File: config.mk
export PLATFORM = sky130hd
export DESIGN_NAME = qgc_top
export DESIGN_NICKNAME = d
export VERILOG_FILES = /design/src/rtl/qgc_pkg.sv /design/src/rtl/qgc_ctrl.sv /design/src/rtl/qgc_datapath.sv /design/src/rtl/qgc_top.sv
export SDC_FILE = /design/constraint.sdc
export NUM_CORES = 1
export LEC_CHECK = 0
export BUFFER_PORTS_ARGS = -buffer_cell sky130_fd_sc_hd__buf_2
export CORE_ASPECT_RATIO = 1.4
export CORE_MARGIN = 10
export CORE_UTILIZATION = 43
export CTS_CLUSTER_SIZE = 14
export DETAILED_ROUTE_END_ITERATION = 10
export RECOVER_POWER = 25
export REMOVE_ABC_BUFFERS = 1
export SLEW_MARGIN = 20
export SYNTH_ARGS = -nofsm -noshare
export SYNTH_HDL_FRONTEND = slang
export SYNTH_SLANG_ARGS = --single-unit
File: constraint.sdc
create_clock -name clk -period 7.6 [get_ports clk]
set_input_delay 0.38 -clock clk [delete_from_list [all_inputs] [get_ports clk]]
set_output_delay 0.38 -clock clk [all_outputs]
set_load 0.05 [all_outputs]
File: src/rtl/qgc_pkg.sv
package qgc_pkg;

  // Strobes passed from the sequencing control to the datapath
  typedef struct packed {
    logic track;       // accepted sample: move baseline
    logic latchPend;   // hold sample as the first byte of a pair
    logic pushPair;    // push {pending byte, sample}
    logic pushMarker;  // push record for partial skip count
    logic pushFullRun; // push record for a 256-sample skip
    logic incRun;      // count sample as skipped
    logic clearRun;    // restart skip count
  } qgc_strobe_t;

endpackage

File: src/rtl/qgc_ctrl.sv
module qgc_ctrl
  import qgc_pkg::*;
#(
  parameter int STREAK_W = 8
) (
  input  logic                clk,
  input  logic                rst_n,
  input  logic                sampleValid,
  input  logic                isQuiet,
  input  logic                runNonZero,
  input  logic                runTop,
  input  logic [STREAK_W-1:0] cfgQuietLen,
  output qgc_strobe_t         strb
);

  localparam logic [STREAK_W-1:0] STREAK_MAX = '1;

  logic [STREAK_W-1:0] streak;
  logic                pendFlag;
  logic                eligible;

  assign eligible = (streak >= cfgQuietLen);

  always_comb begin
    strb = '0;
    if (sampleValid) begin
      strb.track = 1'b1;
      if (!isQuiet || !eligible) begin
        if (!isQuiet && runNonZero) begin
          strb.pushMarker = 1'b1;
          strb.clearRun   = 1'b1;
        end
        if (pendFlag) strb.pushPair  = 1'b1;
        else          strb.latchPend = 1'b1;
      end else if (pendFlag) begin
        strb.pushPair = 1'b1;
      end else if (runTop) begin
        strb.pushFullRun = 1'b1;
        strb.clearRun    = 1'b1;
      end else begin
        strb.incRun = 1'b1;
      end
    end
  end

  always_ff @(posedge clk) begin
    if (!rst_n) begin
      streak   <= '0;
      pendFlag <= 1'b0;
    end else if (sampleValid) begin
      if (!isQuiet)                streak <= '0;
      else if (streak != STREAK_MAX) streak <= streak + 1'b1;
      if (strb.latchPend)     pendFlag <= 1'b1;
      else if (strb.pushPair) pendFlag <= 1'b0;
    end
  end

endmodule

File: src/rtl/qgc_datapath.sv
module qgc_datapath
  import qgc_pkg::*;
#(
  parameter int SAMPLE_W   = 8,
  parameter int FIFO_DEPTH = 4
) (
  input  logic                  clk,
  input  logic                  rst_n,
  input  logic [SAMPLE_W-1:0]   sampleData,
  input  logic [SAMPLE_W-1:0]   cfgThreshold,
  input  qgc_strobe_t           strb,
  input  logic                  outReady,
  output logic                  isQuiet,
  output logic                  runNonZero,
  output logic                  runTop,
  output logic                  outValid,
  output logic [2*SAMPLE_W-1:0] outData,
  output logic                  overflow
);

  localparam int WORD_W = 2 * SAMPLE_W;
  localparam int PTR_W  = (FIFO_DEPTH > 1) ? $clog2(FIFO_DEPTH) : 1;
  localparam int CNT_W  = $clog2(FIFO_DEPTH + 1);
  localparam logic [SAMPLE_W-1:0] BASE_INIT = SAMPLE_W'(1) << (SAMPLE_W - 1);
  localparam logic [CNT_W-1:0]    CNT_FULL  = CNT_W'(FIFO_DEPTH);
  localparam logic [PTR_W-1:0]    PTR_LAST  = PTR_W'(FIFO_DEPTH - 1);

  logic [SAMPLE_W-1:0] sampleFix, baseline, distance, pendByte, runCnt;
  logic [WORD_W-1:0]   pushWord;
  logic                push, pushEff, pop, full;
  logic [WORD_W-1:0]   mem [FIFO_DEPTH];
  logic [PTR_W-1:0]    wrPtr, rdPtr;
  logic [CNT_W-1:0]    count;

  // zero is reserved for skip records
  assign sampleFix = (sampleData == '0) ? SAMPLE_W'(1) : sampleData;
  assign distance  = (sampleFix >= baseline) ? (sampleFix - baseline)
                                             : (baseline - sampleFix);
  assign isQuiet   = (distance <= cfgThreshold);
  assign runNonZero = (runCnt != '0);
  assign runTop     = (runCnt == '1);

  always_comb begin
    pushWord = '0;
    if (strb.pushPair)         pushWord = {pendByte, sampleFix};
    else if (strb.pushMarker)  pushWord = {{SAMPLE_W{1'b0}}, runCnt - 1'b1};
    else if (strb.pushFullRun) pushWord = {{SAMPLE_W{1'b0}}, {SAMPLE_W{1'b1}}};
  end

  assign push    = strb.pushPair | strb.pushMarker | strb.pushFullRun;
  assign full    = (count == CNT_FULL);
  assign pushEff = push & ~full;
  assign outValid = (count != '0);
  assign pop     = outValid & outReady;
  assign outData = mem[rdPtr];

  always_ff @(posedge clk) begin
    if (!rst_n) begin
      baseline <= BASE_INIT;
      pendByte <= '0;
      runCnt   <= '0;
    end else begin
      if (strb.track) begin
        if (sampleFix > baseline)      baseline <= baseline + 1'b1;
        else if (sampleFix < baseline) baseline <= baseline - 1'b1;
      end
      if (strb.latchPend) pendByte <= sampleFix;
      if (strb.clearRun)    runCnt <= '0;
      else if (strb.incRun) runCnt <= runCnt + 1'b1;
    end
  end

  always_ff @(posedge clk) begin
    if (!rst_n) begin
      wrPtr    <= '0;
      rdPtr    <= '0;
      count    <= '0;
      overflow <= 1'b0;
    end else begin
      if (pushEff) wrPtr <= (wrPtr == PTR_LAST) ? '0 : wrPtr + 1'b1;
      if (pop)     rdPtr <= (rdPtr == PTR_LAST) ? '0 : rdPtr + 1'b1;
      count <= count + CNT_W'(pushEff) - CNT_W'(pop);
      if (push && full) overflow <= 1'b1;
    end
  end

  for (genvar i = 0; i < FIFO_DEPTH; i++) begin : g_slot
    always_ff @(posedge clk) begin
      if (!rst_n)                                 mem[i] <= '0;
      else if (pushEff && (wrPtr == PTR_W'(i)))   mem[i] <= pushWord;
    end
  end

endmodule

File: src/rtl/qgc_top.sv
module qgc_top
  import qgc_pkg::*;
#(
  parameter int SAMPLE_W   = 8,
  parameter int STREAK_W   = 8,
  parameter int FIFO_DEPTH = 4
) (
  input  logic                  clk,
  input  logic                  rst_n,
  input  logic                  sampleValid,
  input  logic [SAMPLE_W-1:0]   sampleData,
  input  logic [SAMPLE_W-1:0]   cfgThreshold,
  input  logic [STREAK_W-1:0]   cfgQuietLen,
  output logic                  outValid,
  input  logic                  outReady,
  output logic [2*SAMPLE_W-1:0] outData,
  output logic                  overflow
);

  qgc_strobe_t strb;
  logic        isQuiet, runNonZero, runTop;

  qgc_ctrl #(.STREAK_W(STREAK_W)) ctrl_i (
    .clk(clk), .rst_n(rst_n), .sampleValid(sampleValid), .isQuiet(isQuiet),
    .runNonZero(runNonZero), .runTop(runTop), .cfgQuietLen(cfgQuietLen),
    .strb(strb)
  );

  qgc_datapath #(.SAMPLE_W(SAMPLE_W), .FIFO_DEPTH(FIFO_DEPTH)) dp_i (
    .clk(clk), .rst_n(rst_n), .sampleData(sampleData), .cfgThreshold(cfgThreshold),
    .strb(strb), .outReady(outReady), .isQuiet(isQuiet), .runNonZero(runNonZero),
    .runTop(runTop), .outValid(outValid), .outData(outData), .overflow(overflow)
  );

endmodule

==> metrics.md <==
| Metric | Value |
|---|---|
| Status | `complete, no violations` |
| H-tree Lvls | `3` |
| Row count | `52` |
| GP Congestion | `between 0.9 and 1` |
| Vias in the first global route | `between 4000 and 5000` |
| Initial antenna violation count | `0` |
| Total Routing Usage GR | `between 15 and 20%` |
| Core ar. | `between 10000 and 15000 µm²` |
| Tightest Hold Check Type | `in2reg` |
| Async S/R FF share, synth | `0%` |
| Fin. max-slew vios | `0` |
| Post-synth EDFFs | `64` |
| Gate power share | `a little over two fifths` |
| NumNets Final | `around 710` |
| Routed vias/inst | `about 5.3` |
| Synth unique cells | `57` |
| Global-route wire length before repair | `about 23000 µm` |
| Setup TNS | `0 ps` |
| WL final | `14500 µm` |
| Psw | `approximately 0.80 mW` |
| Final hold viol count | `0` |
| Wirelength per Cell | `between 15 and 20 µm` |
| # diodes | `0` |
| Area after DPL | `approximately 6600 µm²` |
| Relative slew margins | `~6.5%` |
| Synth Cell Area | `around 6300 µm²` |
| Max cap viols | `0` |
| Share of layout cells above drive strength 1 | `13.5%` |
| Dpl hpwl | `10900 µm` |
| RSZ-0062 raised after global routing | `false` |
| Clock buffer depth | `2` |
| DR DRC count | `0` |
| Crit start category | `primary input` |
| Crit-path max FO | `10` |
| Leak pwr | `about 2.7 nW` |
| Switching portion of total power | `about 40%` |
| Seq/Total Area, Yosys | `around 44%` |
| PortBufs | `45` |
| Crit path time final | `about 6300 ps` |
| Initial core utilization | `43.5%` |
| Yosys warns | `0` |
| Power Total | `2.03 mW` |
| Antenna Nets Post-Route | `0` |
| Post-CTS setup buffers | `0` |
| Area growth syn-to-layout | `9.90%` |
| Flops & latches, synth | `approximately 110` |
| PD cells | `between 200 and 300 nW/µm²` |
| Final Skew | `between 8 and 9 ps` |
| Num CTS Buffers | `9` |
| TritonCTS clock tree | `done` |
| F_max | `between 0.15 and 0.2 GHz` |
| Cells after Synth | `599` |
| CP Capture Type | `flop` |
| Int Pwr | `around 1.2 mW` |
| Worst Max-Slew Pin Slew | `around 1400 ps` |
| CTS root buffer | `clkbuf_16` |
| Initial DRC Count | `164` |
| Die Y | `163 µm` |
| Data required, critical path | `between 7000 and 8000 ps` |
| Clock share of power | `a little under a quarter` |
| Die ar. | `between 15000 and 20000 µm²` |
| Arrival @ worst endpoint | `~6500 ps` |
| DRT Pass-1 Iters | `4` |
| Avg Inst Size Synth | `roughly 10 µm²` |
| Main flop type after synthesis | `edfxtp_1` |
| Clock sinks | `around 110` |
| CTS Hold Bufs | `0` |
| Worst Setup Path Type | `in2reg` |
| Clk_lat worst skew | `350 ps` |
| Largest net degree at the start of global routing | `31` |
| Die X | `around 120 µm` |
| Resized cells post-CTS | `0` |
| I/O pins | `46` |
| Post-route cell area | `6880 µm²` |
| Peak supply drop | `~0.14 mV` |
| Clk slew on worst S/H paths | `around 70 ps` |
| DR vias | `about 4400` |
| Grt total ovfl | `0` |
| # fillers | `roughly 1400` |
| Final Cycle Share | `~80%` |
| Final setup viols | `0` |
| Flop pwr share | `a little over a third` |
-- flip-flops by register name, indices dropped and copies added, names as in the netlist, named ones only --
name,count
dp_i.overflow,1
dp_i.wrPtr,2
dp_i.baseline,8
dp_i.count,3
dp_i.mem,64
dp_i.runCnt,8
dp_i.pendByte,8
ctrl_i.streak,8
dp_i.rdPtr,2
ctrl_i.pendFlag,1
-- synthesized netlist by cell type (all sizes together), types with 4 or more instances --
master   count  area (µm²)
dfxtp       43         861
fa           4        80.1
a21oi       30         150
nand4        6        52.6
nor3        15        75.1
edfxtp      64        1920
clkbuf      13        50.0
xor2        17         149
nand2       36         135
a211oi       4        30.0
inv         51         191
xnor2       17         149
buf         16         103
mux4        16         360
o31ai        9        67.6
o21ai       15        93.8
and2         4        26.3
and3         5        37.5
a21o         5        37.5
ha          48         601
nand2b       5        31.3
mux2i       19         190
nor2       109         427
nand3       10        50.1
o2111ai      4         105
-- power by group through the flow --
stage	combinational (mW)	sequential, mW	clock, mW
final	0.865	0.708	0.459
after global routing	0.966	0.717	0.489
after CTS	0.892	0.710	0.469
after detailed placement	0.888	0.723	0
after global placement	0.866	0.721	0
after floorplan	0.672	0.719	0
-- metal layers --
metal  up-vias  track usage, %  share of wire [%]
met3        20            3.33                4.4
met4         0            6.47                2.6
met5         -               0                  0
met1      2110            16.1                 40
met2        77            27.4                 53
li1       2156               -                  -
-- cells by family (layout without fill, tap and decap cells) --
family	Yosys count	in the layout	share of synthesized area (%)
muxes	38	38	9.40
DFF	107	107	44.5
buffers and inverters	80	120	5.50
AOI/OAI and AO/OA	84	84	10.0
xor gates and xnor gates	34	34	4.76
and+or+nand+nor	204	204	14.9
adders and majority gates	52	52	10.9
-- layout by cell type (no fill, tap or decap), types with 7 or more instances in the layout --
| master | synthesis | final |
|---|---|---|
| a21oi_1 | 30 | 30 |
| buf_2 | 10 | 26 |
| buf_4 | 0 | 7 |
| clkbuf_1 | 12 | 21 |
| clkbuf_16 | 0 | 9 |
| dfxtp_1 | 43 | 43 |
| edfxtp_1 | 64 | 64 |
| ha_1 | 48 | 48 |
| inv_1 | 51 | 51 |
| mux2i_1 | 19 | 19 |
| mux4_2 | 16 | 16 |
| nand2_1 | 36 | 36 |
| nand3_1 | 10 | 10 |
| nor2_1 | 102 | 102 |
| nor2_2 | 7 | 7 |
| nor3_1 | 15 | 15 |
| o21ai_0 | 9 | 9 |
| o31ai_1 | 9 | 9 |
| xnor2_1 | 17 | 17 |
| xor2_1 | 17 | 17 |
-- layout make-up --
type	instances	area [µm²]	share of cell area (%)
Timing Repair Buffer	53	258	3.75
Clock buffer	11	243	3.53
Inverter	51	191	2.78
Tap cell	189	236	3.44
Sequential cell	107	2780	40.5
Clock inverter	5	46.3	0.673
Multi-Input combinational cell	412	3120	45.4
-- critical path, cell delays in order --
cell	delay (ps)
clkbuf_1	160
nor4_1	80
a21oi_1	270
ha_1	210
inv_1	60
fa_1	380
a21oi_1	200
o221a_2	240
a31o_1	410
mux2_1	400
o21ai_0	170
a21oi_1	100
xnor2_1	140
ha_1	300
and4_1	230
nand2b_1	80
a21oi_1	70
o21ai_0	380
o21ai_4	190
o21ai_0	730
ha_1	370
inv_1	60
ha_1	130
inv_1	50
fa_1	380
xor2_1	170
xnor2_1	130
nor2_1	50
-- path summary, 6_finish.rpt --
path / slack, ps / start / cells after the start / endpoint
worst max-delay path: 1330 / sampleData[5] / 28 / dp_i.count[2]$_SDFF_PN0_
worst min register to register: 450 / dp_i.overflow$_SDFFE_PN0P_ / 2 / dp_i.overflow$_SDFFE_PN0P_
worst min-delay path: 330 / sampleData[4] / 3 / dp_i.pendByte[4]$_SDFFE_PN0P_
worst max register to register: 1440 / dp_i.baseline[0]$_SDFFE_PN0P_ / 25 / dp_i.count[2]$_SDFF_PN0_
-- per-stage QoR --
| stage | cells | utilization (%) | hold WS [ps] | worst slack (ps) |
|---|---|---|---|---|
| floorplan | 570 | - | 453 | 1700 |
| global placement | 812 | 46.1 | 438 | 1710 |
| detailed placement | 812 | 46.1 | 440 | 1530 |
| CTS | 828 | 48.1 | 325 | 1900 |
| global route | 828 | 47.8 | 367 | 783 |
| finish | 828 | 47.8 | 334 | 1330 |
Power figures use the tool's default switching activity.
